===== config.mk =====
export PLATFORM = sky130hd
export DESIGN_NAME = dram_rfsh_seq
export DESIGN_NICKNAME = d
export VERILOG_FILES = /design/src/rtl/dram_rfsh_pkg.sv /design/src/rtl/rfsh_tick_gen.sv /design/src/rtl/rfsh_owed_ctr.sv /design/src/rtl/cbr_cycle_engine.sv /design/src/rtl/dram_rfsh_seq.sv
export SDC_FILE = /design/constraint.sdc
export NUM_CORES = 1
export LEC_CHECK = 0
export ABC_AREA = 1
export ABC_CLOCK_PERIOD_IN_PS = 5300
export BUFFER_PORTS_ARGS = -buffer_cell sky130_fd_sc_hd__buf_4
export CAP_MARGIN = 40
export CORE_MARGIN = 3
export CORE_UTILIZATION = 65
export CTS_BUF_LIST = sky130_fd_sc_hd__clkbuf_8
export CTS_CLUSTER_DIAMETER = 40
export DETAILED_ROUTE_END_ITERATION = 6
export PLACE_DENSITY = 0.87
export SYNTH_ARGS = -nofsm -noshare
export SYNTH_HDL_FRONTEND = slang
export SYNTH_HIERARCHICAL = 1
export SYNTH_SLANG_ARGS = --single-unit

===== constraint.sdc =====
create_clock -name clk -period 5.3 [get_ports clk]
set_clock_uncertainty 0.15 [all_clocks]
set_input_delay 1.59 -clock clk [delete_from_list [all_inputs] [get_ports clk]]
set_output_delay 1.59 -clock clk [all_outputs]
set_load 0.01 [all_outputs]

===== src/rtl/dram_rfsh_pkg.sv =====
package dram_rfsh_pkg;

    // Sequencer states (see brief for transitions)
    typedef enum logic [2:0] {
        SQ_PAUSE,
        SQ_WAKE,
        SQ_RUN,
        SQ_REQ,
        SQ_CYC
    } seq_state_e;

    // CAS-before-RAS engine states
    typedef enum logic [1:0] {
        EN_IDLE,
        EN_CAS_LEAD,
        EN_RAS_LOW,
        EN_PRECHG
    } eng_state_e;

    function automatic int max3(input int a, input int b, input int c);
        int m;
        m = (a > b) ? a : b;
        return (m > c) ? m : c;
    endfunction

endpackage


===== src/rtl/rfsh_tick_gen.sv =====
module rfsh_tick_gen #(
    parameter int INTERVAL_CYC = 1562
) (
    input  logic clk,
    input  logic rst_n,
    input  logic run,
    output logic tick
);
    localparam int TW = $clog2(INTERVAL_CYC + 1);
    localparam logic [TW-1:0] LAST = TW'(INTERVAL_CYC - 1);

    logic [TW-1:0] cnt_q;

    assign tick = run && (cnt_q == LAST);

    always_ff @(posedge clk) begin
        if (!rst_n || !run) begin
            cnt_q <= '0;
        end else if (cnt_q == LAST) begin
            cnt_q <= '0;
        end else begin
            cnt_q <= cnt_q + 1'b1;
        end
    end
endmodule


===== src/rtl/rfsh_owed_ctr.sv =====
module rfsh_owed_ctr #(
    parameter int ROWS         = 1024,
    parameter int URGENT_LIMIT = 8,
    parameter int BURST_LEN    = 8
) (
    input  logic clk,
    input  logic rst_n,
    input  logic clear,
    input  logic inc,
    input  logic dec,
    output logic nonzero,
    output logic urgent,
    output logic burst_ready,
    output logic miss
);
    localparam int OW = $clog2(ROWS + 2);
    localparam logic [OW-1:0] CAP      = OW'(ROWS);
    localparam logic [OW-1:0] OVER     = OW'(ROWS + 1);
    localparam logic [OW-1:0] URG_LVL  = OW'(URGENT_LIMIT);
    localparam logic [OW-1:0] BURST_LVL = OW'(BURST_LEN);

    logic [OW-1:0] owed_q;
    logic          miss_q;

    always_ff @(posedge clk) begin
        if (!rst_n || clear) begin
            owed_q <= '0;
            miss_q <= 1'b0;
        end else begin
            if (inc && !dec) begin
                if (owed_q != OVER) begin
                    owed_q <= owed_q + 1'b1;
                end
                if (owed_q == CAP) begin
                    miss_q <= 1'b1;
                end
            end else if (dec && !inc && owed_q != '0) begin
                owed_q <= owed_q - 1'b1;
            end
        end
    end

    assign nonzero     = (owed_q != '0);
    assign urgent      = (owed_q >= URG_LVL);
    assign burst_ready = (owed_q >= BURST_LVL);
    assign miss        = miss_q;
endmodule


===== src/rtl/cbr_cycle_engine.sv =====
module cbr_cycle_engine
    import dram_rfsh_pkg::*;
#(
    parameter int CSR_CYC = 1,
    parameter int CHR_CYC = 1,
    parameter int RAS_CYC = 7,
    parameter int RP_CYC  = 5
) (
    input  logic clk,
    input  logic rst_n,
    input  logic start,
    output logic idle,
    output logic done,
    output logic ras_n,
    output logic cas_n
);
    localparam int MAXC = max3(CSR_CYC, RAS_CYC, RP_CYC);
    localparam int CW   = $clog2(MAXC + 1);
    localparam logic [CW-1:0] CSR_LAST = CW'(CSR_CYC - 1);
    localparam logic [CW-1:0] RAS_LAST = CW'(RAS_CYC - 1);
    localparam logic [CW-1:0] RP_LAST  = CW'(RP_CYC - 1);
    localparam logic [CW-1:0] CHR_LEN  = CW'(CHR_CYC);

    eng_state_e st_q, st_d;
    logic [CW-1:0] cnt_q;
    logic          phase_end;

    always_comb begin
        unique case (st_q)
            EN_CAS_LEAD: phase_end = (cnt_q == CSR_LAST);
            EN_RAS_LOW:  phase_end = (cnt_q == RAS_LAST);
            EN_PRECHG:   phase_end = (cnt_q == RP_LAST);
            default:     phase_end = 1'b0;
        endcase
    end

    always_comb begin
        st_d = st_q;
        unique case (st_q)
            EN_IDLE:     if (start)     st_d = EN_CAS_LEAD;
            EN_CAS_LEAD: if (phase_end) st_d = EN_RAS_LOW;
            EN_RAS_LOW:  if (phase_end) st_d = EN_PRECHG;
            EN_PRECHG:   if (phase_end) st_d = EN_IDLE;
            default:                    st_d = EN_IDLE;
        endcase
    end

    always_ff @(posedge clk) begin
        if (!rst_n) begin
            st_q <= EN_IDLE;
        end else begin
            st_q <= st_d;
        end
    end

    always_ff @(posedge clk) begin
        if (!rst_n || st_q == EN_IDLE || phase_end) begin
            cnt_q <= '0;
        end else begin
            cnt_q <= cnt_q + 1'b1;
        end
    end

    always_comb begin
        idle  = (st_q == EN_IDLE);
        done  = (st_q == EN_PRECHG) && phase_end;
        ras_n = (st_q != EN_RAS_LOW);
        cas_n = !((st_q == EN_CAS_LEAD) ||
                  ((st_q == EN_RAS_LOW) && (cnt_q < CHR_LEN)));
    end
endmodule


===== src/rtl/dram_rfsh_seq.sv =====
module dram_rfsh_seq
    import dram_rfsh_pkg::*;
#(
    parameter int PAUSE_CYC    = 20000,
    parameter int WAKE_CYCLES  = 8,
    parameter int ROWS         = 1024,
    parameter int INTERVAL_CYC = 1562,
    parameter int URGENT_LIMIT = 8,
    parameter int BURST_MODE   = 0,
    parameter int BURST_LEN    = 8,
    parameter int CSR_CYC      = 1,
    parameter int CHR_CYC      = 1,
    parameter int RAS_CYC      = 7,
    parameter int RP_CYC       = 5
) (
    input  logic clk,
    input  logic rst_n,
    input  logic rfsh_gnt,
    output logic rfsh_req,
    output logic rfsh_urgent,
    output logic rfsh_busy,
    output logic ras_n,
    output logic cas_n,
    output logic init_done,
    output logic deadline_miss
);
    localparam int PW = $clog2(PAUSE_CYC + 1);
    localparam int WW = $clog2(WAKE_CYCLES + 1);
    localparam logic [PW-1:0] PAUSE_LAST = PW'(PAUSE_CYC - 1);
    localparam logic [WW-1:0] WAKE_LAST  = WW'(WAKE_CYCLES - 1);

    seq_state_e st_q, st_d;
    logic [PW-1:0] pause_q;
    logic [WW-1:0] wake_q;

    logic eng_start, eng_idle, eng_done;
    logic tick, owed_nz, owed_urg, owed_burst, owed_miss;
    logic in_oper, want_req;

    // ---------------- sub-blocks ----------------
    rfsh_tick_gen #(
        .INTERVAL_CYC(INTERVAL_CYC)
    ) u_tick (
        .clk  (clk),
        .rst_n(rst_n),
        .run  (in_oper),
        .tick (tick)
    );

    rfsh_owed_ctr #(
        .ROWS        (ROWS),
        .URGENT_LIMIT(URGENT_LIMIT),
        .BURST_LEN   (BURST_LEN)
    ) u_owed (
        .clk        (clk),
        .rst_n      (rst_n),
        .clear      (!in_oper),
        .inc        (tick),
        .dec        (eng_done && (st_q == SQ_CYC)),
        .nonzero    (owed_nz),
        .urgent     (owed_urg),
        .burst_ready(owed_burst),
        .miss       (owed_miss)
    );

    cbr_cycle_engine #(
        .CSR_CYC(CSR_CYC),
        .CHR_CYC(CHR_CYC),
        .RAS_CYC(RAS_CYC),
        .RP_CYC (RP_CYC)
    ) u_eng (
        .clk  (clk),
        .rst_n(rst_n),
        .start(eng_start),
        .idle (eng_idle),
        .done (eng_done),
        .ras_n(ras_n),
        .cas_n(cas_n)
    );

    // ---------------- refresh policy ----------------
    generate
        if (BURST_MODE != 0) begin : g_burst
            logic drain_q;
            always_ff @(posedge clk) begin
                if (!rst_n || !in_oper) begin
                    drain_q <= 1'b0;
                end else if (st_q == SQ_REQ && rfsh_gnt) begin
                    drain_q <= 1'b1;
                end else if (st_q == SQ_RUN && !owed_nz) begin
                    drain_q <= 1'b0;
                end
            end
            assign want_req = owed_burst || owed_urg || (drain_q && owed_nz);
        end else begin : g_dist
            assign want_req = owed_nz;
        end
    endgenerate

    // ---------------- state register ----------------
    always_ff @(posedge clk) begin
        if (!rst_n) begin
            st_q <= SQ_PAUSE;
        end else begin
            st_q <= st_d;
        end
    end

    // ---------------- next state ----------------
    always_comb begin
        st_d = st_q;
        unique case (st_q)
            SQ_PAUSE: if (pause_q == PAUSE_LAST) st_d = SQ_WAKE;
            SQ_WAKE:  if (eng_done && wake_q == WAKE_LAST) st_d = SQ_RUN;
            SQ_RUN: begin
                if (owed_miss)     st_d = SQ_WAKE;
                else if (want_req) st_d = SQ_REQ;
            end
            SQ_REQ: begin
                if (owed_miss)     st_d = SQ_WAKE;
                else if (rfsh_gnt) st_d = SQ_CYC;
            end
            SQ_CYC: if (eng_done) st_d = owed_miss ? SQ_WAKE : SQ_RUN;
            default: st_d = SQ_PAUSE;
        endcase
    end

    // ---------------- counters ----------------
    always_ff @(posedge clk) begin
        if (!rst_n || st_q != SQ_PAUSE) begin
            pause_q <= '0;
        end else begin
            pause_q <= pause_q + 1'b1;
        end
    end

    always_ff @(posedge clk) begin
        if (!rst_n || st_q != SQ_WAKE) begin
            wake_q <= '0;
        end else if (eng_done) begin
            wake_q <= wake_q + 1'b1;
        end
    end

    // ---------------- outputs ----------------
    always_comb begin
        in_oper       = (st_q == SQ_RUN) || (st_q == SQ_REQ) || (st_q == SQ_CYC);
        init_done     = in_oper;
        rfsh_req      = (st_q == SQ_REQ);
        rfsh_urgent   = (st_q == SQ_REQ) && owed_urg;
        eng_start     = ((st_q == SQ_WAKE) && eng_idle) ||
                        ((st_q == SQ_REQ) && rfsh_gnt && !owed_miss);
        rfsh_busy     = !eng_idle;
        deadline_miss = owed_miss;
    end
endmodule


# Word level (Yosys, flattened, before mapping)
# Index checks and enable logic that the tools add are counted.
# W data, S select, Z words.
# classes
add_sub_neg	6
magnitude_cmp	2
eq_ne	26
mux	18
reduce_logical	39
# op_table
op	n
$mux W11	3
$add A11 B1 Y11 const B	2
$eq A11 B11 Y1 const B	2
$mux W3	7
$add A15 B1 Y15 const B	1
$eq A15 B15 Y1 const B	1
$pmux W3 S5	1
$logic_and A1 B1 Y1	12
$ne A2 B2 Y1 const B	6
$ge A11 B4 Y1 const B	1
$ne A11 B11 Y1 const B	1
$reduce_bool A11 Y1	1
$sub A11 B1 Y11 const B	1
$mux W2	5
$eq A3 B3 Y1 const B	3
$logic_or A1 B1 Y1	9
$pmux W2 S4	1
$logic_not A1 Y1	7
$eq A3 B2 Y1 const B	2
$logic_not A3 Y1	2
$ne A2 B1 Y1 const B	3
$ne A3 B2 Y1 const B	2
$reduce_and A5 Y1	1
$add A4 B1 Y4 const B	1
other kinds (14)	16
# word_totals
reg_bits	50
in_bits	3
output_inout_bits	7
wordCells	99

# Depth between registers and ports, before layout
# depth
word_depth	9
depth_mapped	23
depth_no_buf	23

# Modules after synthesis
# The synthesis kept the hierarchy.
# modules_own_cells
mod	instances	cells_each	area_per_inst_um2	seq_area_each_um2
dram_rfsh_seq	1	171	1164.9	440.4
rfsh_owed_ctr	1	193	1124.8	240.2
rfsh_tick_gen	1	85	585.6	220.2
cbr_cycle_engine	1	46	332.8	100.1

# Least setup slack after synthesis
# No wires, ideal clock.
# synth_timing
path_kind	register to register
start	register u_eng.st_q[0]
end	register u_owed.owed_q[5]
arrival_ns	2.774
required_time_ns	5.037
slack_ns	2.263
path_stages_with_launch	21
n_path_buf	0
synth_period_minus_slack_ns	3.037
path_cell_list	dfxtp_1 > inv_1 > ha_1 > nand2_1 > nand2_1 > nand3_1 > nand2_1 > nand2_2 > nor2_1 > inv_1 > nor4_1 > inv_1 > nand2_1 > ha_1 > or2_2 > nand3_1 > nand2_1 > nand2_1 > nand3_1 > nand2_1 > nor2_1
# synth_via
elab_chain_cells	8
word_cells_on_any_way	14
classes_between	4 x eq/ne; 2 x mux; 8 x reduce/logical
# synth_rtl
item	line_no	text
start: declaration	cbr_cycle_engine.sv:24	eng_state_e st_q, st_d;
start signal: assignment	cbr_cycle_engine.sv:52	st_q <= st_d;
$eq A2 B2 Y1 (tied with other cells)	cbr_cycle_engine.sv:29, cbr_cycle_engine.sv:66	
$pmux W1 S3	cbr_cycle_engine.sv:29	unique case (st_q)
$logic_and A1 B1 Y1 *	cbr_cycle_engine.sv:66	done = (st_q == EN_PRECHG) && phase_end;
via eng_done	dram_rfsh_seq.sv:36	logic eng_start, eng_idle, eng_done;
$logic_and A1 B1 Y1 *	dram_rfsh_seq.sv:59	.dec (eng_done && (st_q == SQ_CYC)),
$logic_not A1 Y1 / $logic_and A1 B1 Y1 (equally long branches)	rfsh_owed_ctr.sv:30, rfsh_owed_ctr.sv:37	
$logic_and A1 B1 Y1, on equally long branches	rfsh_owed_ctr.sv:30, rfsh_owed_ctr.sv:37	
$ne A2 B2 Y1 (no source line) / $reduce_bool A2 Y1 (equally long branches)	n/a	
$reduce_and A2 Y1 (no source line)	n/a	
end signal: assignment	rfsh_owed_ctr.sv:32	owed_q <= owed_q + 1'b1;
end signal: assignment	rfsh_owed_ctr.sv:38	owed_q <= owed_q - 1'b1;
end: declaration	rfsh_owed_ctr.sv:22	logic [OW-1:0] owed_q;
# Mark *: on every way through the listed nets, which the timed path passes. The rest lies on a longest branch.
# A chain may end at the register's enable or synchronous reset.

# Worst setup path after layout
# layout_timing
start	register u_eng.st_q[0]
end	register u_owed.owed_q[9]
# Same word-level chain as after synthesis.

==> results.yml <==
route:
  vias_per_cell: 5.229
  wl_microns: 6359
  via_count: 2996
  drt_iter0_drc: 177
  firstDrtPassIters: 4
  drc: 0
  ant_nets: 0
  wire_per_inst_microns: 11.10
global_routing:
  grt_pass1_wl_microns: 11700
  grt_pass1_vias: 2887
  antenna_found_initial: 0
  grt_max_degree: 19
  grt-ovfl-total: 0
  grt.total_usage_pct: 23.57
clock_tree:
  htreeDepth: 2
  cts_buffers: 5
  cts.repair.resized: 0
  clk_latency_ps: 310
  root_buffer: "clkbuf_8"
  holdBufCountCts: 0
  cts.sinks: 50
  clk_pin_slew_ps: 100
  cts_buffer_depth: 2
  cts_tree: "built"
  post-cts-setup-buffer-count: 0
sta:
  slew_violations: 0
  worst_slew_pin_slew_ps: 871.7
  hold_viol: 0
  setup_ws_ps: 1803
  max_slew_margin_pct: 41.68
  period_needed_ps: 3497
  setup_viol: 0
  final.period_utilization_pct: 65.98
  max_freq_mhz: 285.9
  rsz0062_at_grt: "false"
  tns_ps: 0
worst_hold_path:
  hold_class: "reg -> reg"
  min_to: "pause_q[0]"
  hold_start: "pause_q[0]"
  hold_depth: 1
setup_path:
  r2r_cells: 21
  required_ps: 5360
  arrival_ps: 3560
  critPathKind: "reg -> reg"
  end_kind: "flip-flop"
  r2r_slack_ps: 1800
  crit_path_start_kind: "flip-flop"
  timing.critical_path.fanout_max: 13
  crit-reg2reg-launch: "u_eng/st_q[0]"
  reg2reg_to: "u_owed/owed_q[9]"
job:
  max_cap_viol_count: 0
floorplan:
  dieHeight_microns: 76.26
  die-area_sq_mm: 0.005815
  core_sq_mm: 0.004564
  die_w_microns: 76.26
  ios: 10
  num_rows: 24
  initial_core_util_pct: 70.29
power_and_ir_drop:
  power_leakage_uw: 0.001563
  vdd_ir_drop_max_uv: 156.5
  powerDensity_mw_per_mm2: 262.4
synth:
  synth_area_sq_mm: 0.003208
  synth-async-reset-ratio_pct: 0
  syn_avg_cell_area_sq_um: 6.481
  ys_ff_latch: 50
  ys.flop_type: "dfxtp_1"
  yosysTopAreaCell: "dfxtp_1"
  synth_top_area_share_pct: 31.20
  synth-seq-area-share_pct: 31.20
  syn_nets: 518
  yosysWarnings: 6
  synthCells: 495
  synth.distinct_cells: 37
  synth_edf_count: 0
  synth_area_leaders: "dfxtp_1, nand2_1, nor2_1"
cells_and_area:
  register_area_sq_mm: 0.001001
  area_growth_syn_to_layout_pct: 6.630
  antennaDiodeCount: 0
  drive_gt1_share_pct: 11.02
  final.fill_count: 387
  multi_input_area_sq_mm: 0.001862
  fin_nets: 530
placement:
  gp_congestion: 0.9200
  port_buffers: 9
  dp_hpwl_microns: 4853
  pre_cts_ws_ps: 1843
status:
  status: "finished, final reports clean"
## flip-flops by register name, summed over array words and instances (netlist names)
| signal | count |
|---|---|
| u_owed/miss | 1 |
| pause_q | 15 |
| u_eng/cnt_q | 3 |
| u_eng/st_q | 2 |
| u_tick/cnt_q | 11 |
| u_owed/owed_q | 11 |
| wake_q | 4 |
| st_q | 3 |
## report_power, final
group	switching (uW)	total, uW	internal [uW]	leakage [uW]
combinational	143	231	87.7	0.00111
sequential	27.9	428	400	0.000404
clock	141	239	98.0	0.0000502
total	312	898	586	0.00156
## per-layer routing
layer / track usage [%] / wire [microns] / up-vias
li1: - / - / 1577
met1: 27.86 / 2888 / 1356
met2: 42.79 / 3190 / 56
met3: 4.728 / 212 / 7
met4: 6.884 / 68 / 0
met5: 0 / 0 / -
## critical path, stage by stage, from the launching register on
cell	delay, ps
dfxtp_1	340
inv_1	100
ha_1	220
nand2_1	70
nand2_1	50
nand3_1	60
nand2_1	70
nand2_2	80
nor2_1	240
inv_1	120
nor4_1	230
inv_1	80
nand2_1	370
ha_1	370
a21oi_1	310
nand2_1	100
nand2_1	90
nand3_1	80
nand2_1	80
inv_1	40
nor2_1	90
nor2_1	40
## logic make-up (layout without fill, tap and decap cells)
kind of cell,count (synthesis),after routing,share of synthesized area (%)
xor+xnor,9,9,2.457
flops,50,50,31.20
buf+inv,87,100,10.76
fa+ha+maj,20,20,8.034
compound gates,46,46,7.762
simple gates,283,283,39.78
## area by class of cell
type | instances | share of cell area (%)
repair buffers | 9 | 1.975
clock inverters | 3 | 0.8413
clock buffers | 5 | 2.012
flip-flops and latches | 50 | 29.26
multi-input cells | 358 | 54.43
inverters | 83 | 9.108
well taps | 65 | 2.377
## placed cells by master, fill, tap and decap left out, types with 4 or more instances in the layout
cell and instances:
nand2_1 113, nor2_1 79, inv_1 71, dfxtp_1 50, nand3_1 43, a21oi_1 24, ha_1 19, o21ai_1 12
inv_2 11, nor3_1 9, nand4_1 9, buf_4 9, nand2_2 7, nor2_2 6, xor2_1 6, clkbuf_8 5
o21ai_0 4
## metrics by stage
step                      std cells  cell area (sq um)  util (%)  total power [uW]  hold slack, ps
after floorplan                 495               3208         -             608.3           267.5
after global placement          565               3323     72.81             659.4           280.7
after detailed placement        565               3323     72.81             667.7           296.2
after CTS                       573               3421     74.95             907.7           317.3
after global routing            573               3421     74.95             961.7           345.7
final                           573               3421     74.95             897.7           312.1
## synthesized netlist by cell type (2+ instances only)
master / n
a21oi_1: 24
nand4_1: 9
nor2_4: 3
buf_6: 2
inv_2: 11
nand3_1: 43
nor2_2: 6
nand2_1: 113
xnor2_1: 3
dfxtp_1: 50
or2_2: 2
inv_1: 71
nand3_2: 3
o21ai_0: 4
nand2_2: 7
xor2_1: 6
o21ai_1: 12
nor3_1: 9
ha_1: 19
nand2_4: 2
a21oi_2: 2
nor2_1: 79
## how the worst max path moves through the flow
stage                       start               end
detailed placement  u_eng/st_q[0]  u_owed/owed_q[7]
finish              u_eng/st_q[0]  u_owed/owed_q[9]
floorplan           u_eng/st_q[0]  u_owed/owed_q[5]
global placement    u_eng/st_q[0]  u_owed/owed_q[5]
CTS                 u_eng/st_q[0]  u_owed/owed_q[9]
global route        u_eng/st_q[0]  u_owed/owed_q[9]
Note: power is estimated with default switching activity, not from simulation.
